**config.mk**
```make
export PLATFORM = sky130hd
export DESIGN_NAME = pwr_button_ctrl
export DESIGN_NICKNAME = d
export VERILOG_FILES = /design/src/rtl/pbc_pkg.sv /design/src/rtl/pbc_debounce.sv /design/src/rtl/pbc_irq_detect.sv /design/src/rtl/pbc_power_seq.sv /design/src/rtl/pwr_button_ctrl.sv
export SDC_FILE = /design/constraint.sdc
export NUM_CORES = 1
export LEC_CHECK = 0
export BUFFER_PORTS_ARGS = -buffer_cell sky130_fd_sc_hd__buf_2
export CAP_MARGIN = 20
export CORE_MARGIN = 2
export CORE_UTILIZATION = 30
export DETAILED_ROUTE_END_ITERATION = 8
export PLACE_DENSITY = 0.43
export SETUP_SLACK_MARGIN = 0.1
export SLEW_MARGIN = 15
export SYNTH_ARGS = -nofsm -noshare
export SYNTH_HDL_FRONTEND = slang
export SYNTH_SLANG_ARGS = --single-unit
export TNS_END_PERCENT = 100
```
**constraint.sdc**
```tcl
create_clock -name clk -period 3.15 [get_ports clk]
set_input_delay 0.4725 -clock clk [delete_from_list [all_inputs] [get_ports clk]]
set_output_delay 0.4725 -clock clk [all_outputs]
set_load 0.01 [all_outputs]
```
**src/rtl/pbc_pkg.sv**
```systemverilog
package pbc_pkg;

    localparam int CTL_W = 12;
    localparam int STS_W = 3;

    localparam int STS_FLAG = 0;
    localparam int STS_EO   = 1;
    localparam int STS_SPO  = 2;

    localparam logic [2:0] MODE_LOW  = 3'd0;
    localparam logic [2:0] MODE_HIGH = 3'd1;
    localparam logic [2:0] MODE_RISE = 3'd2;
    localparam logic [2:0] MODE_FALL = 3'd3;
    localparam logic [2:0] MODE_ANY  = 3'd4;

    typedef struct packed {
        logic       ovr;
        logic       req_en;
        logic [1:0] tmo_sel;
        logic [1:0] on_sel;
        logic [1:0] deb_sel;
        logic       irq_en;
        logic [2:0] mode;
    } pbc_ctl_t;

    localparam pbc_ctl_t CTL_RESET = '0;

endpackage

```
**src/rtl/pbc_debounce.sv**
```systemverilog
module pbc_debounce #(
    parameter int   SYNC_STAGES = 2,
    parameter int   DB_MS_0     = 50,
    parameter int   DB_MS_1     = 100,
    parameter int   DB_MS_2     = 500,
    parameter logic IDLE_LEVEL  = 1'b1
) (
    input  logic       clk,
    input  logic       rst_n,
    input  logic       ms_tick,
    input  logic       raw_i,
    input  logic [1:0] sel_i,
    output logic       level_o
);

    localparam int DB_MAX = (DB_MS_0 > DB_MS_1) ?
                            ((DB_MS_0 > DB_MS_2) ? DB_MS_0 : DB_MS_2) :
                            ((DB_MS_1 > DB_MS_2) ? DB_MS_1 : DB_MS_2);
    localparam int CW = $clog2(DB_MAX + 1);

    typedef struct packed {
        logic [SYNC_STAGES-1:0] sync;
        logic                   lvl;
        logic [CW-1:0]          cnt;
    } db_state_t;

    db_state_t q, d;
    logic [SYNC_STAGES-1:0] sync_next;
    logic [CW-1:0]          lim;
    logic                   stable;

    generate
        if (SYNC_STAGES == 1) begin : g_one
            assign sync_next = raw_i;
        end else begin : g_chain
            assign sync_next = {q.sync[SYNC_STAGES-2:0], raw_i};
        end
    endgenerate

    always_comb begin
        unique case (sel_i)
            2'd0:    lim = CW'(DB_MS_0);
            2'd1:    lim = CW'(DB_MS_1);
            2'd2:    lim = CW'(DB_MS_2);
            default: lim = '0;
        endcase
    end

    assign stable = q.sync[SYNC_STAGES-1];

    always_comb begin
        d      = q;
        d.sync = sync_next;
        if (stable == q.lvl) begin
            d.cnt = '0;
        end else if (lim == '0) begin
            d.lvl = stable;
            d.cnt = '0;
        end else if (ms_tick) begin
            if (q.cnt == lim - CW'(1)) begin
                d.lvl = stable;
                d.cnt = '0;
            end else begin
                d.cnt = q.cnt + CW'(1);
            end
        end
    end

    always_ff @(posedge clk or negedge rst_n) begin
        if (!rst_n) begin
            q.sync <= {SYNC_STAGES{IDLE_LEVEL}};
            q.lvl  <= IDLE_LEVEL;
            q.cnt  <= '0;
        end else begin
            q <= d;
        end
    end

    assign level_o = q.lvl;

endmodule

```
**src/rtl/pbc_irq_detect.sv**
```systemverilog
module pbc_irq_detect
    import pbc_pkg::*;
#(
    parameter logic IDLE_LEVEL = 1'b1
) (
    input  logic       clk,
    input  logic       rst_n,
    input  logic       level_i,
    input  logic [2:0] mode_i,
    input  logic       clr_i,
    output logic       flag_o
);

    typedef struct packed {
        logic lvl_prev;
        logic flag;
    } irq_state_t;

    irq_state_t q, d;
    logic rise, fall, hit;

    assign rise = level_i & ~q.lvl_prev;
    assign fall = ~level_i & q.lvl_prev;

    always_comb begin
        case (mode_i)
            MODE_LOW:  hit = ~level_i;
            MODE_HIGH: hit = level_i;
            MODE_RISE: hit = rise;
            MODE_FALL: hit = fall;
            MODE_ANY:  hit = rise | fall;
            default:   hit = 1'b0;
        endcase
    end

    always_comb begin
        d          = q;
        d.lvl_prev = level_i;
        d.flag     = hit | (q.flag & ~clr_i);
    end

    always_ff @(posedge clk or negedge rst_n) begin
        if (!rst_n) begin
            q.lvl_prev <= IDLE_LEVEL;
            q.flag     <= 1'b0;
        end else begin
            q <= d;
        end
    end

    assign flag_o = q.flag;

endmodule

```
**src/rtl/pbc_power_seq.sv**
```systemverilog
module pbc_power_seq #(
    parameter int   ON_MS_0   = 500,
    parameter int   ON_MS_1   = 50,
    parameter int   ON_MS_2   = 100,
    parameter int   LP_S_0    = 5,
    parameter int   LP_S_1    = 10,
    parameter int   LP_S_2    = 15,
    parameter int   SEC_MS    = 1000,
    parameter logic PRESS_LOW = 1'b1
) (
    input  logic       clk,
    input  logic       rst_n,
    input  logic       ms_tick,
    input  logic       level_i,
    input  logic [1:0] on_sel_i,
    input  logic [1:0] tmo_sel_i,
    input  logic       req_en_i,
    input  logic       ovr_i,
    input  logic       clr_eo_i,
    input  logic       clr_spo_i,
    output logic       pwr_req_o,
    output logic       eo_o,
    output logic       spo_o
);

    localparam int LP_MAX_S = (LP_S_0 > LP_S_1) ?
                              ((LP_S_0 > LP_S_2) ? LP_S_0 : LP_S_2) :
                              ((LP_S_1 > LP_S_2) ? LP_S_1 : LP_S_2);
    localparam int ON_MAX   = (ON_MS_0 > ON_MS_1) ?
                              ((ON_MS_0 > ON_MS_2) ? ON_MS_0 : ON_MS_2) :
                              ((ON_MS_1 > ON_MS_2) ? ON_MS_1 : ON_MS_2);
    localparam int LP_MAX   = LP_MAX_S * SEC_MS;
    localparam int HOLD_MAX = (LP_MAX > ON_MAX) ? LP_MAX : ON_MAX;
    localparam int HW       = $clog2(HOLD_MAX + 1);

    typedef struct packed {
        logic [HW-1:0] hold;
        logic          on;
        logic          wait_rel;
        logic          prev_pressed;
        logic          eo;
        logic          spo;
    } pwr_state_t;

    pwr_state_t q, d;
    logic [HW-1:0] on_lim, lp_lim;
    logic          lp_dis, pressed, eo_set, spo_set;

    assign pressed = PRESS_LOW ? ~level_i : level_i;

    always_comb begin
        unique case (on_sel_i)
            2'd0:    on_lim = HW'(ON_MS_0);
            2'd1:    on_lim = HW'(ON_MS_1);
            2'd2:    on_lim = HW'(ON_MS_2);
            default: on_lim = '0;
        endcase
        lp_dis = 1'b0;
        unique case (tmo_sel_i)
            2'd0:    lp_lim = HW'(LP_S_0 * SEC_MS);
            2'd1:    lp_lim = HW'(LP_S_1 * SEC_MS);
            2'd2:    lp_lim = HW'(LP_S_2 * SEC_MS);
            default: begin
                lp_lim = '1;
                lp_dis = 1'b1;
            end
        endcase
    end

    always_comb begin
        d              = q;
        eo_set         = 1'b0;
        spo_set        = 1'b0;
        d.prev_pressed = pressed;
        if (!pressed) begin
            d.hold     = '0;
            d.wait_rel = 1'b0;
        end else if (ms_tick && (q.hold != '1)) begin
            d.hold = q.hold + HW'(1);
        end
        if (q.on) begin
            if (pressed && !lp_dis && (q.hold >= lp_lim)) begin
                d.on       = 1'b0;
                d.wait_rel = 1'b1;
                eo_set     = 1'b1;
            end else if (!pressed && q.prev_pressed && !q.wait_rel) begin
                spo_set = 1'b1;
            end
        end else if (req_en_i && pressed && !q.wait_rel && (q.hold >= on_lim)) begin
            d.on       = 1'b1;
            d.wait_rel = 1'b1;
        end
        d.eo  = eo_set  | (q.eo  & ~clr_eo_i);
        d.spo = spo_set | (q.spo & ~clr_spo_i);
    end

    always_ff @(posedge clk or negedge rst_n) begin
        if (!rst_n) begin
            q <= '0;
        end else begin
            q <= d;
        end
    end

    assign pwr_req_o = q.on | ovr_i;
    assign eo_o      = q.eo;
    assign spo_o     = q.spo;

endmodule

```
**src/rtl/pwr_button_ctrl.sv**
```systemverilog
module pwr_button_ctrl
    import pbc_pkg::*;
#(
    parameter int   SYNC_STAGES = 2,
    parameter int   DB_MS_0     = 50,
    parameter int   DB_MS_1     = 100,
    parameter int   DB_MS_2     = 500,
    parameter int   ON_MS_0     = 500,
    parameter int   ON_MS_1     = 50,
    parameter int   ON_MS_2     = 100,
    parameter int   LP_S_0      = 5,
    parameter int   LP_S_1      = 10,
    parameter int   LP_S_2      = 15,
    parameter int   SEC_MS      = 1000,
    parameter logic PRESS_LOW   = 1'b1
) (
    input  logic             clk,
    input  logic             rst_n,
    input  logic             ms_tick,
    input  logic             btn_in,
    input  logic             ctl_we,
    input  logic [CTL_W-1:0] ctl_wdata,
    input  logic             sts_clr_we,
    input  logic [STS_W-1:0] sts_clr,
    output logic             btn_level,
    output logic             btn_irq_flag,
    output logic             irq,
    output logic             emerg_off,
    output logic             set_pwr_off,
    output logic             pwr_on_req
);

    localparam logic IDLE_LEVEL = PRESS_LOW;

    pbc_ctl_t         ctl_d, ctl_q;
    logic [STS_W-1:0] clr;

    always_comb begin
        ctl_d = ctl_q;
        if (ctl_we) begin
            ctl_d = pbc_ctl_t'(ctl_wdata);
        end
    end

    always_ff @(posedge clk or negedge rst_n) begin
        if (!rst_n) begin
            ctl_q <= CTL_RESET;
        end else begin
            ctl_q <= ctl_d;
        end
    end

    assign clr = sts_clr_we ? sts_clr : '0;

    pbc_debounce #(
        .SYNC_STAGES (SYNC_STAGES),
        .DB_MS_0     (DB_MS_0),
        .DB_MS_1     (DB_MS_1),
        .DB_MS_2     (DB_MS_2),
        .IDLE_LEVEL  (IDLE_LEVEL)
    ) u_debounce (
        .clk     (clk),
        .rst_n   (rst_n),
        .ms_tick (ms_tick),
        .raw_i   (btn_in),
        .sel_i   (ctl_q.deb_sel),
        .level_o (btn_level)
    );

    pbc_irq_detect #(
        .IDLE_LEVEL (IDLE_LEVEL)
    ) u_irq (
        .clk     (clk),
        .rst_n   (rst_n),
        .level_i (btn_level),
        .mode_i  (ctl_q.mode),
        .clr_i   (clr[STS_FLAG]),
        .flag_o  (btn_irq_flag)
    );

    pbc_power_seq #(
        .ON_MS_0   (ON_MS_0),
        .ON_MS_1   (ON_MS_1),
        .ON_MS_2   (ON_MS_2),
        .LP_S_0    (LP_S_0),
        .LP_S_1    (LP_S_1),
        .LP_S_2    (LP_S_2),
        .SEC_MS    (SEC_MS),
        .PRESS_LOW (PRESS_LOW)
    ) u_power (
        .clk       (clk),
        .rst_n     (rst_n),
        .ms_tick   (ms_tick),
        .level_i   (btn_level),
        .on_sel_i  (ctl_q.on_sel),
        .tmo_sel_i (ctl_q.tmo_sel),
        .req_en_i  (ctl_q.req_en),
        .ovr_i     (ctl_q.ovr),
        .clr_eo_i  (clr[STS_EO]),
        .clr_spo_i (clr[STS_SPO]),
        .pwr_req_o (pwr_on_req),
        .eo_o      (emerg_off),
        .spo_o     (set_pwr_off)
    );

    assign irq = btn_irq_flag & ctl_q.irq_en;

endmodule

```
==> summary.txt, run 1 <==
Placed design
  – GP Congestion: 0.8042
  – Port bufs: 26
  – DP HPWL: 4242 um
  – Placed insts: 399

Floorplanning
  – CORE AREA: 0.008763 mm^2
  – Die Wd: 99.07 um
  – Die Y: 99.07 um
  – # IOs: 27
  – Initial core utilization: 30.94%
  – # rows: 34
  – Area of the die: 0.009814 mm^2

STA
  – Worst relative slew slack: 58.10%
  – Unrepaired setup endpoints after global routing: no
  – Final period util: 74.48%
  – Measured slew at the worst slew-check pin: 0.6261 ns
  – Fmax: 426.2 MHz
  – Clock Skew: 0.01139 ns
  – Post-Route Setup TNS: 0 ns
  – Hold Violations, Final: 0
  – Hold slack: 0.1716 ns
  – Max Slew Vio Count: 0
  – Final Critical Period: 2.346 ns
  – Setup Viol. Count Final: 0

Drt
  – Drt pass-1 iters: 4
  – Wire length on met3: 161 um
  – Metal-1 WL: 2960 um
  – Via Count: 2048
  – DRT antenna net count: 0
  – Vias per cell: 5.032
  – DRC viols: 0
  – Detailed Route WL: 5806 um
  – Post-DR wirelength/cell: 14.27 um
  – Top Metal Used: met4
  – DR WL met2: 2643 um
  – Initial DRC Count: 91

Synthesis
  – Synth top area share: 37.84%
  – Synth cell types: 54
  – Flops & latches, synth: 45
  – Synth area leader: dfrtp_1
  – Synth top area cells: dfrtp_1 38%, ha_1 8.8%, mux2_2 4.6%
  – Post-Synthesis Cell Area: 0.002711 mm^2
  – Post-Syn Nets: 315
  – Sequential fraction of the synthesis area: 41.72%
  – Syn Inst Count: 275
  – Post-Syn Area per Cell: 9.859 um^2
  – FFs w/ async S/R, synth: 100.0%
  – Number of synthesized flops with an enable pin: 0
  – Warnings, synthesis: 0
  – Synth Flop Type: dfrtp_1

CTS
  – # hold bufs at CTS: 0
  – Post-CTS sizing: 0
  – CTS buffer count: 5
  – TritonCTS clock tree: built
  – CTS max path bufs: 2
  – Post-CTS setup buffer count: 0
  – Worst-skew pair later-pin latency: 0.29 ns
  – Clock Sinks: 45
  – Root Buffer Master: clkbuf_8
  – Worst-path clk slew: 0.09 ns
  – Htree depth: 2

Layout
  – Most frequent cells in the layout: 41 x dfrtp_1, 29 x nand2_1, 25 x buf_2
  – ANT cells: 0
  – Layout Utilization: 34.44%
  – Layout area overhead: 11.31%
  – Post-Layout Cell Count: 407
  – Commonest non-fill, non-tap cell in the layout: dfrtp_1
  – Layout cells sized above 1: 20.74%
  – NumNets Final: 338

Critical path
  – CP arrival: 2.53 ns
  – CP max stage cell: dfrtp_1
  – Kind of critical path: flop to flop
  – CP max stage delay: 0.61 ns
  – CP Launch Type: flop
  – Worst Path Max Fanout: 10
  – Crit path cell chain: nand2_1 -> inv_1 -> ha_1 -> nand2b_1 -> a21oi_1 -> a2111oi_2 -> a2111oi_2 -> nand4b_1 -> nand3_1
  – Critical Path RT: 3.33 ns
  – Worst path most repeated cell: a2111oi_2
  – Crit path capture type: flop

Status
  – Status: completed

Global route
  – Largest net degree at the start of global routing: 46
  – Overall Global Routing Usage: 12.57%
  – Vias in the first global route: 1967
  – First-pass GRT wire length: 9970 um
  – Total gr overflow: 0
  – Antenna violations before repair: 0

Min path
  – Hold Crit Class: primary input to asynchronous set/reset pin

Pwr
  – Pwr/cell area: 485.5 mW/mm^2
  – Final Total Pwr: 1.465 mW
  – Leak: 1.373 nW
  – Peak VDD IR: 215.2 uV

Job
  – Max-cap viol count: 0
==> layer usage <==
layer	track usage, %	up-vias
met5	0	-
met4	2.529	0
met3	2.270	4
met2	20.11	23
met1	17.90	993
li1	-	1028
==> sequential cells by signal, indices dropped and copies added, names as in the netlist <==
signal	cells
u_debounce.q	10
u_power.eo_o	1
u_irq.q	1
ctl_q	12
u_debounce.d	1
u_debounce.level_o	1
u_power.q	17
u_power.spo_o	1
u_irq.flag_o	1
==> stage by stage <==
| step | setup slack (ns) | area (um^2) |
|---|---|---|
| CTS | 0.7989 | 3015 |
| global placement | 0.8710 | 2908 |
| global route | 0.5864 | 3018 |
| floorplan | 1.202 | 2711 |
| finish | 0.8038 | 3018 |
| detailed placement | 0.7886 | 2908 |
==> final timing paths <==
path	from	endpoint	slack, ns	depth (start not counted)
setup reg to reg	ctl_q[9]	u_power.eo_o	0.80	9
max in group asynchronous	rst_n	u_debounce.q[0]	2.56	1
min in group clk	btn_in	u_debounce.d[11]	0.27	1
setup / recovery	ctl_q[9]	u_power.eo_o	0.80	9
hold reg to reg	u_debounce.d[11]	u_debounce.q[11]	0.36	0
hold / removal	rst_n	u_power.q[8]	0.17	1
==> logic make-up (layout without fill, tap and decap cells) <==
group                      count (synthesis)  in the layout  share of synthesized area [%]
AOI/OAI and AO/OA                         56             56                          13.80
xor gates and xnor gates                  14             14                          4.522
DFF                                       45             45                          41.72
adders and majority gates                 20             20                          9.137
and+or+nand+nor                          107            107                          21.27
buffers and inverters                     20             44                          4.061
muxes                                     13             13                          5.491
==> power by group <==
group / internal (mW) / total, mW / switching (mW)
logic: 0.140 / 0.318 / 0.178
registers: 0.645 / 0.718 / 0.0735
clock network: 0.236 / 0.429 / 0.193
==> worst max-delay path, delay by kind of cell, from the launching register on <==
family,cells,cell delay (ns)
AND/OR/NAND/NOR,4,0.66
flip-flops,1,0.61
AO/OA/AOI/OAI,3,0.61
adder cells (fa/ha/maj),1,0.22
buffers and inverters,1,0.13
==> synth_stat cells (5+ instances only) <==
master     n
a21oi_1   12
clkbuf_1   5
dfrtp_1   41
ha_1      19
inv_1      9
mux2_2    11
nand2_1   29
nand2b_1   7
nand3_1   12
nand4_1    6
nor2_1    23
nor3_1     5
o21ai_0   15
o21ai_1    6
xor2_1    10
==> final cells by class <==
| type | count | area (um^2) |
|---|---|---|
| clock buffer | 6 | 72.57 |
| clock inverter | 2 | 35.03 |
| fill | 916 | 5746 |
| inverter | 9 | 33.78 |
| multi-input combinational | 210 | 1470 |
| sequential | 45 | 1131 |
| tap | 108 | 135.1 |
| timing repair buffer | 27 | 140.1 |
No activity file was read; power rests on OpenSTA's default activity.
==> run 2: changes to the inputs <==
- clock period: 3.15 -> 2.31 ns (I/O delays scaled with it)
==> summary.txt, run 2 (same netlist as run 1, synthesis figures left out) <==
Critical path
  – CP arrival: 2.18 ns
  – CP top delay family: simple AND/OR/NAND/NOR gates
  – R2R Setup Slk: 0.31 ns
  – CP max stage delay: 0.39 ns
  – CP max stage cell: dfrtp_1
  – FF-to-FF End: u_power.q[3]
  – Crit path cell chain: nand2_1 -> inv_1 -> ha_1 -> nand2b_1 -> a21oi_1 -> a2111oi_2 -> a2111oi_2 -> nand4b_1 -> nand3_1
  – Worst path most repeated cell: a2111oi_2
  – CP Launch Type: flop
  – Crit path buf inv count: 1
  – R2R depth: 9
  – Worst Path Max Fanout: 5
  – Kind of critical path: flop to flop
  – Critical Path RT: 2.49 ns
  – Crit path capture type: flop
  – Levels on crit path: 9
  – Worst R2R Start: ctl_q[8]

STA
  – Clock Skew: 0.009015 ns
  – Fmax: 500.8 MHz
  – Setup Viol. Count Final: 0
  – Hold Violations, Final: 0
  – Final period util: 86.44%
  – Post-Route Setup TNS: 0 ns
  – Unrepaired setup endpoints after global routing: no
  – Worst relative slew slack: 58.91%
  – Measured slew at the worst slew-check pin: 0.6164 ns
  – Final Critical Period: 1.997 ns
  – Max Slew Vio Count: 0

Layout
  – Commonest non-fill, non-tap cell in the layout: dfrtp_1
  – Layout cells sized above 1: 22.37%
  – Most frequent cells in the layout: 41 x dfrtp_1, 29 x nand2_1, 26 x buf_2
  – NumNets Final: 344
  – Max reg flops: 17
  – Layout Utilization: 34.88%
  – Largest regs: u_power.q x17, ctl_q x12, u_debounce.q x10
  – Largest Register: u_power.q
  – ANT cells: 0
  – Layout area overhead: 12.74%

Floorplanning
  – # IOs: 27
  – Die Y: 99.07 um
  – Initial core utilization: 30.94%
  – CORE AREA: 0.008763 mm^2
  – Area of the die: 0.009814 mm^2
  – Die Wd: 99.07 um
  – # rows: 34

CTS
  – Post-CTS setup buffer count: 0
  – TritonCTS clock tree: built
  – Worst-path clk slew: 0.09 ns
  – Root Buffer Master: clkbuf_8
  – Htree depth: 2
  – CTS buffer count: 5
  – # hold bufs at CTS: 0
  – CTS max path bufs: 2
  – Worst-skew pair later-pin latency: 0.29 ns
  – Clock Sinks: 45
  – Post-CTS sizing: 0

Placed design
  – Port bufs: 26
  – DP HPWL: 4337 um
  – GP Congestion: 0.7129

Pwr
  – Peak VDD IR: 331.2 uV
  – Pwr/cell area: 659.4 mW/mm^2
  – Final Total Pwr: 2.016 mW
  – Leak: 1.401 nW

Drt
  – Vias per cell: 4.961
  – Detailed Route WL: 5996 um
  – Via Count: 2044
  – Post-DR wirelength/cell: 14.55 um
  – Initial DRC Count: 82
  – DRC viols: 0
  – Drt pass-1 iters: 4
  – DRT antenna net count: 0

Global route
  – Overall Global Routing Usage: 12.65%
  – Total gr overflow: 0
  – Vias in the first global route: 2005
  – First-pass GRT wire length: 9991 um
  – Antenna violations before repair: 0
  – Largest net degree at the start of global routing: 46

Job
  – Max-cap viol count: 0

Status
  – Status: completed

Min path
  – Hold Crit Class: primary input to asynchronous set/reset pin
## run 2: power by group
part / internal [mW] / switching [mW] / total (mW)
clock: 0.315 / 0.266 / 0.581
combinational: 0.205 / 0.257 / 0.463
sequential: 0.880 / 0.0925 / 0.972
## run 2: worst reg2reg max path, stage by stage, from the launching register on
cell and delay [ns]:
dfrtp_1 0.39, nand2_1 0.16, inv_1 0.09, ha_1 0.27, nand2b_1 0.14, a21oi_1 0.18, a2111oi_2 0.07, a2111oi_2 0.32
nand4b_1 0.19, nand3_1 0.09
## run 2: metrics by stage
step | instance area (um^2) | instances | worst slack [ns] | hold slack (ns)
finish | 3057 | 412 | 0.3132 | 0.1319
global route | 3057 | 412 | 0.1160 | 0.1305
CTS | 3057 | 412 | 0.2951 | 0.1397
detailed placement | 2953 | 405 | 0.3272 | 0.3581
global placement | 2953 | 405 | 0.3579 | 0.3487
floorplan | 2711 | 275 | 0.3617 | 0.05091
## run 2: layer usage
layer / vias to the layer above / routed length, um / GRT usage, %
li1: 1040 / - / -
met1: 974 / 2952 / 16.91
met2: 25 / 2809 / 21.15
met3: 5 / 187 / 2.340
met4: 0 / 45 / 3.161
met5: - / 0 / 0
## run 2: layout make-up
class | instances | area (um^2)
Clock buffer | 5 | 68.82
Clock inverter | 2 | 35.03
Fill cell | 910 | 5707
Inverter | 9 | 33.78
Multi-Input combinational cell | 210 | 1470
Sequential cell | 45 | 1131
Tap cell | 108 | 135.1
Timing Repair Buffer | 33 | 182.7
## run 2: how the worst max path moves through the flow
stage | to | from | slack, ns
finish | u_power.q[3] | ctl_q[8] | 0.31
global route | u_power.eo_o | ctl_q[8] | 0.12
CTS | u_power.q[3] | ctl_q[8] | 0.30
detailed placement | u_power.q[3] | ctl_q[8] | 0.33
global placement | u_power.q[3] | ctl_q[8] | 0.36
floorplan | u_power.q[4] | ctl_q[9] | 0.36
==> run 3: changes to the inputs <==
- BUFFER_PORTS_ARGS: -buffer_cell sky130_fd_sc_hd__buf_2 -> not set
- DONT_BUFFER_PORTS: not set -> 1
- PLACE_DENSITY: 0.43 -> 0.41
==> summary.txt, run 3 (same netlist as run 1, synthesis figures left out) <==
Status
  – Status: completed

Drt
  – Post-DR wirelength/cell: 15.14 um
  – Drt pass-1 iters: 4
  – Vias per cell: 5.093
  – Detailed Route WL: 5874 um
  – DRT antenna net count: 0
  – Initial DRC Count: 49
  – Via Count: 1976
  – DRC viols: 0

STA
  – Final Critical Period: 2.035 ns
  – Final period util: 88.08%
  – Clock Skew: 0.003072 ns
  – Fmax: 491.5 MHz
  – Setup Viol. Count Final: 0
  – Hold slack: 0.04451 ns
  – Max Slew Vio Count: 0
  – Hold Violations, Final: 0
  – Unrepaired setup endpoints after global routing: no
  – Worst relative slew slack: 71.15%
  – Measured slew at the worst slew-check pin: 0.4327 ns
  – Post-Route Setup TNS: 0 ns

Critical path
  – R2R Setup Slk: 0.28 ns
  – Crit path capture type: flop
  – Critical Path RT: 2.49 ns
  – Worst R2R Start: ctl_q[8]
  – CP arrival: 2.21 ns
  – CP Launch Point: ctl_q[8]
  – Worst Path Max Fanout: 5
  – R2R depth: 9
  – CP Launch Type: flop
  – Kind of critical path: flop to flop
  – FF-to-FF End: u_power.q[3]

CTS
  – CTS max path bufs: 2
  – Post-CTS sizing: 0
  – Htree depth: 2
  – Worst-path clk slew: 0.08 ns
  – TritonCTS clock tree: built
  – Worst-skew pair later-pin latency: 0.29 ns
  – Clock Sinks: 45
  – Post-CTS setup buffer count: 0
  – CTS buffer count: 5
  – Root Buffer Master: clkbuf_8

Pwr
  – Combinational share of power: 20.6%
  – Flop pwr share: 49.7%
  – Pwr/cell area: 670.1 mW/mm^2
  – Internal power: 1.381 mW
  – Peak VDD IR: 292.8 uV
  – Clock power frac: 29.7%
  – Leak: 1.308 nW
  – NetSw: 0.6024 mW
  – Switch share: 30.37%

Floorplanning
  – Initial core utilization: 30.94%
  – Die Wd: 99.07 um
  – CORE AREA: 0.008763 mm^2
  – # IOs: 27
  – # rows: 34
  – Die Y: 99.07 um
  – Area of the die: 0.009814 mm^2

Global route
  – Largest net degree at the start of global routing: 46
  – First-pass GRT wire length: 10170 um
  – Overall Global Routing Usage: 12.97%
  – Antenna violations before repair: 0
  – Total gr overflow: 0
  – Vias in the first global route: 2017

Layout
  – NumNets Final: 319
  – Commonest non-fill, non-tap cell in the layout: dfrtp_1
  – Largest Register: u_power.q
  – Largest regs: u_power.q x17, ctl_q x12, u_debounce.q x10
  – Final Instance Area: 0.002960 mm^2
  – Post-Layout Cell Count: 388
  – ANT cells: 0
  – Max reg flops: 17
  – Layout cells sized above 1: 15.00%
  – Layout area overhead: 9.183%
  – Most frequent cells in the layout: 41 x dfrtp_1, 29 x nand2_1, 23 x nor2_1

Placed design
  – DP HPWL: 4276 um
  – Post-DP Area: 0.002815 mm^2
  – Port bufs: 0
  – Placed insts: 378
  – GP Congestion: 0.7418

Min path
  – HP Start: btn_in
  – Hold endpoint: u_debounce.d[11]
  – Hold depth: 0
  – Hold Crit Class: primary input to flop

Job
  – Max-cap viol count: 0
## run 3: cell types whose count changed in the layout (fill, tap and decap cells not counted), sizes merged
cell,previous run,this run
buf,33,7
clkbuf,5,6
dlygate4sd3,0,1
## run 3: how the worst max path moves through the flow
stage	end	slack, ns	depth (start not counted)
finish	u_power.q[3]	0.28	9
global route	u_power.q[4]	0.15	9
CTS	u_power.q[3]	0.20	9
detailed placement	u_power.q[3]	0.22	9
global placement	u_power.eo_o	0.28	9
floorplan	u_power.q[4]	0.36	10
## run 3: worst max-delay path, cell delays in order (launching register included)
cell and delay, ns:
dfrtp_1 0.39, nand2_1 0.18, inv_1 0.08, ha_1 0.26, nand2b_1 0.14, a21oi_1 0.19, a2111oi_2 0.07, a2111oi_2 0.33
nand4b_1 0.19, nand3_1 0.08
## run 3: metal layers
metal	GRT usage [%]	share of wire (%)
met5	0	0
met1	17.26	49
met3	2.766	3.0
met2	21.26	47
met4	3.793	1.1
## run 3: layout make-up
type / instances / area (um^2)
fillers: 914 / 5803
multi-input cells: 210 / 1470
flip-flops and latches: 45 / 1131
well taps: 108 / 135.1
repair buffers: 8 / 82.58
clock buffers: 6 / 72.57
clock inverters: 2 / 35.03
inverters: 9 / 33.78
## run 3: repair_timing
action                                  in CTS  in global routing
endpoints found under the setup margin       0                  3
hold buffers                                 2                  0
hold endpoints to repair                    45                  0
## run 3: per-stage QoR
step / setup WS (ns) / total power, mW / utilization (%)
final: 0.2753 / 1.984 / 33.78
after global routing: 0.1536 / 2.132 / 33.78
after CTS: 0.2028 / 2.025 / 33.78
after detailed placement: 0.2156 / 1.396 / 32.12
after global placement: 0.2814 / 1.399 / 32.12
after floorplan: 0.3617 / 1.284 / -
## run 3: power groups by stage
stage          clock [mW]  sequential [mW]  combinational [mW]
2_1_floorplan           0            0.968               0.316
3_3_place_gp            0             1.01               0.394
3_5_place_dp            0             1.00               0.393
4_1_cts             0.617            0.988               0.420
5_1_grt             0.652             1.00               0.476
6_report            0.588            0.986               0.409
